===== src/rtl/fbr_pkg.sv =====
// Package: shared defaults and helper for the frequency band residency block.
// Assumes thresholds and the frequency ratio share one unsigned encoding.
package fbr_pkg;
    localparam int DEF_NUM_BANDS = 4;
    localparam int DEF_THR_W     = 8;
    localparam int DEF_CNT_W     = 48;

    // Unsigned at-or-above comparison used by every band.
    function automatic logic at_or_above(input logic [DEF_THR_W-1:0] ratio,
                                         input logic [DEF_THR_W-1:0] thr);
        return ratio >= thr;
    endfunction
endpackage


===== src/rtl/fbr_band_compare.sv =====
// Module: one band's qualifier. Fires when counting is enabled and the
// ratio is at or above the band threshold. Purely combinational.
// Assumes THR_W matches the package default width.
module fbr_band_compare
    import fbr_pkg::*;
#(
    parameter int THR_W = DEF_THR_W
) (
    input  logic             enable,
    input  logic [THR_W-1:0] ratio,
    input  logic [THR_W-1:0] thr,
    output logic             hit
);
    // Qualify the comparison with the counting window.
    always_comb begin
        hit = enable && at_or_above(ratio, thr);
    end
endmodule


===== src/rtl/fbr_residency_counter.sv =====
// Module: one band's residency counter. Adds one per qualified cycle,
// wraps silently at full scale, and clears on synchronous active-low reset.
// Assumes inc is stable before the rising edge.
module fbr_residency_counter #(
    parameter int CNT_W = 48
) (
    input  logic             clk,
    input  logic             rst_n,
    input  logic             inc,
    output logic [CNT_W-1:0] count
);
    localparam logic [CNT_W-1:0] ONE = {{(CNT_W-1){1'b0}}, 1'b1};

    // Clear on reset, otherwise accumulate qualified cycles modulo 2^CNT_W.
    always_ff @(posedge clk) begin
        if (!rst_n) begin
            count <= '0;
        end else if (inc) begin
            count <= count + ONE;
        end
    end
endmodule


===== src/rtl/freq_band_residency.sv =====
// Module: top of the frequency band residency counter. Splits the packed
// filter into per-band thresholds, qualifies each band against the present
// ratio and keeps one residency counter per band.
// Assumes freq_ratio is synchronous to clk.
module freq_band_residency
    import fbr_pkg::*;
#(
    parameter int NUM_BANDS = DEF_NUM_BANDS,
    parameter int THR_W     = DEF_THR_W,
    parameter int CNT_W     = DEF_CNT_W
) (
    input  logic                       clk,
    input  logic                       rst_n,
    input  logic                       enable,
    input  logic [NUM_BANDS*THR_W-1:0] band_filter,
    input  logic [THR_W-1:0]           freq_ratio,
    output logic [NUM_BANDS-1:0]       band_hit,
    output logic [NUM_BANDS*CNT_W-1:0] band_count
);
    localparam int FILTER_W = NUM_BANDS * THR_W;

    logic [THR_W-1:0] thr_slice [NUM_BANDS];

    for (genvar b = 0; b < NUM_BANDS; b++) begin : g_band
        // Pick this band's byte out of the packed filter word.
        always_comb begin
            thr_slice[b] = band_filter[b*THR_W +: THR_W];
        end

        fbr_band_compare #(.THR_W(THR_W)) u_cmp (
            .enable (enable),
            .ratio  (freq_ratio),
            .thr    (thr_slice[b]),
            .hit    (band_hit[b])
        );

        fbr_residency_counter #(.CNT_W(CNT_W)) u_cnt (
            .clk    (clk),
            .rst_n  (rst_n),
            .inc    (band_hit[b]),
            .count  (band_count[b*CNT_W +: CNT_W])
        );
    end

    // Elaboration guard on the packed filter layout.
    initial begin
        if (FILTER_W != $bits(band_filter)) $error("filter width mismatch");
    end
endmodule


===== config.mk =====
export PLATFORM = sky130hd
export DESIGN_NAME = freq_band_residency
export DESIGN_NICKNAME = d
export VERILOG_FILES = /design/src/rtl/fbr_pkg.sv /design/src/rtl/fbr_band_compare.sv /design/src/rtl/fbr_residency_counter.sv /design/src/rtl/freq_band_residency.sv
export SDC_FILE = /design/constraint.sdc
export NUM_CORES = 1
export LEC_CHECK = 0
export ABC_CLOCK_PERIOD_IN_PS = 4200
export CORE_MARGIN = 5
export CORE_UTILIZATION = 45
export DETAILED_ROUTE_END_ITERATION = 7
export DONT_BUFFER_PORTS = 1
export PLACE_DENSITY_LB_ADDON = 0.12
export SYNTH_ARGS = -nofsm -noshare
export SYNTH_HDL_FRONTEND = slang
export SYNTH_HIERARCHICAL = 1
export SYNTH_SLANG_ARGS = --single-unit

===== constraint.sdc =====
create_clock -name clk -period 4.2 [get_ports clk]
set_input_delay 0.63 -clock clk [delete_from_list [all_inputs] [get_ports clk]]
set_output_delay 0.63 -clock clk [all_outputs]
set_load 0.01 [all_outputs]

==> results by group <==
Yosys
  – Syn_area_per_cell: 8.420 sq um
  – Unique cell type count in the Yosys netlist: 37
  – Syn. warnings: 6
  – Sequential share of the synthesized area: 0.3963
  – Asr flop ratio synth: 0
  – Post-synth EDFFs: 0
  – Mapped Cells: 1152
  – Synthesized cell area: 9699 sq um
  – #FFs+latches synth: 192
  – Ys flop type: dfxtp_1
  – Synth Net Count: 1231

Cells and area
  – Antenna cells: 0
  – Final layout net count: 1223
  – Share of layout cells above drive strength 1: 0.07001
  – Post-route cell area: 10560 sq um
  – Final core occ: 0.4993
  – Max reg flops: 192
  – Syn-to-layout area delta: 8.888%
  – Fillers: 2055
  – Largest regs: g_band.u_cnt/count (192)
  – Biggest register: g_band.u_cnt/count

Setup path
  – Max FO, Critical Path: 12
  – CP endpoint kind: register
  – CP required: 4.55 ns
  – Crit path max-delay family: simple AND/OR/NAND/NOR gates
  – Startpoint types: input pin
  – Worst Path Arrival: 3.66 ns
  – Crit path kind: in2reg
  – Buf+Inv Stages, Crit Path: 1
  – CP max-delay cell: or4_1
  – Worst-path cell chain: inv_1, ha_1, o211ai_1, a2111oi_1, o21a_1, nand4_2, nor3_4, nand4_1, or4_1, a21oi_1
  – Slowest Stage Delay on Critical Path: 0.59 ns

Power
  – Cell leakage power: 3.637 nW
  – Power per cell area: 344.1 nW/um^2
  – VDD IR max: 0.0002291 V

Die
  – Core area: 21150 sq um
  – Starting Density: 0.4585
  – Io pins: 239
  – Chip width: 156.8 microns
  – FP Rows: 53
  – Height of the die: 156.8 microns
  – Die area: 24590 sq um

Global routing
  – Aggregate global-route resource usage: 0.1871
  – Initial antenna violation count: 0
  – Total grt overflow: 0
  – First-pass GRT wire length: 37970 microns
  – Largest net degree at the start of global routing: 48
  – Vias in the first global route: 7174

Place
  – Dpl cell area: 9951 sq um
  – GP Congestion: 0.8424
  – Post-DP HPWL: 17500 microns
  – Input/output buffers: 0

STA
  – RSZ-0062 raised after global routing: no
  – Max-Slew Margin vs Limit: 0.5646
  – Measured slew at the worst slew-check pin: 0.6525 ns
  – Final setup fails: 0
  – Crit share post-route: 0.7886
  – Clk_skew: 0.01408 ns
  – Max Clk Rate: 0.3019 GHz
  – Final Hold Fails: 0
  – Final TNS setup: 0 ns
  – Max-slew violations: 0
  – Tmin final: 3.312 ns

Drt
  – First DRT Iteration DRCs: 423
  – Via Count: 7849
  – Routed wire per std cell: 16.59 microns
  – DRC Markers: 0
  – Detail Route Antenna Nets: 0
  – Detailed-route vias per instance: 5.481
  – Pre-antenna DRT Iters: 4
  – Total Wirelength: 23750 microns

Clock tree
  – Clk buf depth: 2
  – Worst-path clk slew: 0.08 ns
  – CTS Buf Count: 17
  – CTS Hold Buffers Added: 0
  – Later-pin clock latency in the skew report: 0.43 ns
  – CTS tree: built
  – Post-CTS Resized: 0
  – Clock Sinks: 192
  – Htree depth: 4
  – Setup bufs post-CTS: 0
  – Root Buffer: clkbuf_16

Run
  – Max cap viols: 0

Hold path
  – Worst min-delay path class: in2reg

Run status
  – Status: complete, no violations
[layer usage]
metal  GRT usage  share of wire  vias up
met2      0.3017           0.47      179
met1      0.2344           0.44     3620
met3     0.06831          0.079       22
met5           0              0        -
met4     0.05785          0.016        0
li1            -              -     4028
[cell usage after synthesis, types with 8 or more instances]
library cell / n / area (sq um)
xor2_1: 68 / 595.6
nand4_4: 8 / 170.2
o31ai_1: 12 / 90.09
nand2_1: 72 / 270.3
nand3_1: 52 / 260.3
o21ai_0: 60 / 300.3
clkbuf_1: 20 / 75.07
a21oi_1: 72 / 360.4
and4_1: 12 / 105.1
nor4_1: 8 / 50.05
nor3_1: 24 / 120.1
or4_1: 12 / 90.09
inv_1: 76 / 285.3
xnor2_1: 52 / 455.4
nand2b_1: 8 / 50.05
buf_2: 8 / 40.04
or3_1: 56 / 350.3
and3_1: 8 / 50.05
nor2_1: 164 / 615.6
nand4_1: 72 / 450.4
ha_1: 36 / 450.4
dfxtp_1: 192 / 3844
[path summary, 6_finish.rpt]
path	startpoint	endpoint	slack [ns]	depth (start not counted)
worst max register to register	g_band[0].u_cnt/count[7]$_SDFFE_PN0P_	g_band[0].u_cnt/count[47]$_SDFFE_PN0P_	1.50	5
worst min-delay path	rst_n	g_band[1].u_cnt/count[44]$_SDFFE_PN0P_	0.35	2
worst min register to register	g_band[3].u_cnt/count[47]$_SDFFE_PN0P_	g_band[3].u_cnt/count[47]$_SDFFE_PN0P_	0.53	2
worst max-delay path	band_filter[2]	g_band[0].u_cnt/count[47]$_SDFFE_PN0P_	0.89	10
[worst register-to-register path: stages, from the launching register on]
cell and delay [ns]:
dfxtp_1 0.48, and4_1 0.33, and4_1 0.60, nand4_1 0.48, or4_1 0.60, a21oi_1 0.14
[cells by family after synthesis]
kind of cell             count (synthesis)  share of synthesized area
flip-flops                             192                     0.3963
AND/OR/NAND/NOR                        528                     0.3080
adder cells (fa/ha/maj)                 36                    0.04644
XOR/XNOR                               120                     0.1084
multiplexers                             4                   0.004128
AO/OA/AOI/OAI                          160                    0.09082
buffers and inverters                  112                    0.04592
[cells in the final DEF (no fill, tap or decap), types with 8 or more instances in the layout]
| cell type | Yosys | final |
|---|---|---|
| dfxtp_1 | 192 | 192 |
| nor2_1 | 164 | 164 |
| inv_1 | 76 | 75 |
| nand2_1 | 72 | 72 |
| a21oi_1 | 72 | 72 |
| nand4_1 | 72 | 72 |
| xor2_1 | 68 | 68 |
| o21ai_0 | 60 | 60 |
| or3_1 | 56 | 56 |
| nand3_1 | 52 | 52 |
| xnor2_1 | 52 | 52 |
| ha_1 | 36 | 36 |
| nor3_1 | 24 | 24 |
| clkbuf_16 | 0 | 17 |
| and4_1 | 12 | 12 |
| o31ai_1 | 12 | 12 |
| or4_1 | 12 | 12 |
| buf_4 | 4 | 9 |
| nand4_4 | 8 | 8 |
| nand2b_1 | 8 | 8 |
| and3_1 | 8 | 8 |
| nor4_1 | 8 | 8 |
[report_power, final]
group	leakage, nW	internal (mW)	total (mW)	switching, mW
clock network	0.295	0.917	1.67	0.758
registers	1.55	1.83	1.84	0.0141
logic	1.80	0.0441	0.121	0.0768
total	3.64	2.79	3.63	0.849
[metrics by stage]
stage          std cells  worst slack (ns)  power [mW]  hold WS [ns]
2_1_floorplan       1152             1.115       1.972        0.4959
3_3_place_gp        1400            0.5455       2.002        0.5102
3_5_place_dp        1400            0.4873       2.004        0.5281
4_1_cts             1432            0.9166       3.696        0.3250
5_1_grt             1432            0.6719       3.787        0.3416
6_report            1432            0.8878       3.635        0.3488
[layout make-up]
cell class                 instances  area [sq um]  share of cell area
multi-input combinational        848          5410              0.5123
sequential                       192          3844              0.3639
clock buffer                      18         439.2             0.04158
tap                              275         344.1             0.03258
inverter                          76         285.3             0.02701
clock inverter                    14         171.4             0.01623
timing repair buffer               9         67.56            0.006397
Note: power is estimated with default switching activity, not from simulation.
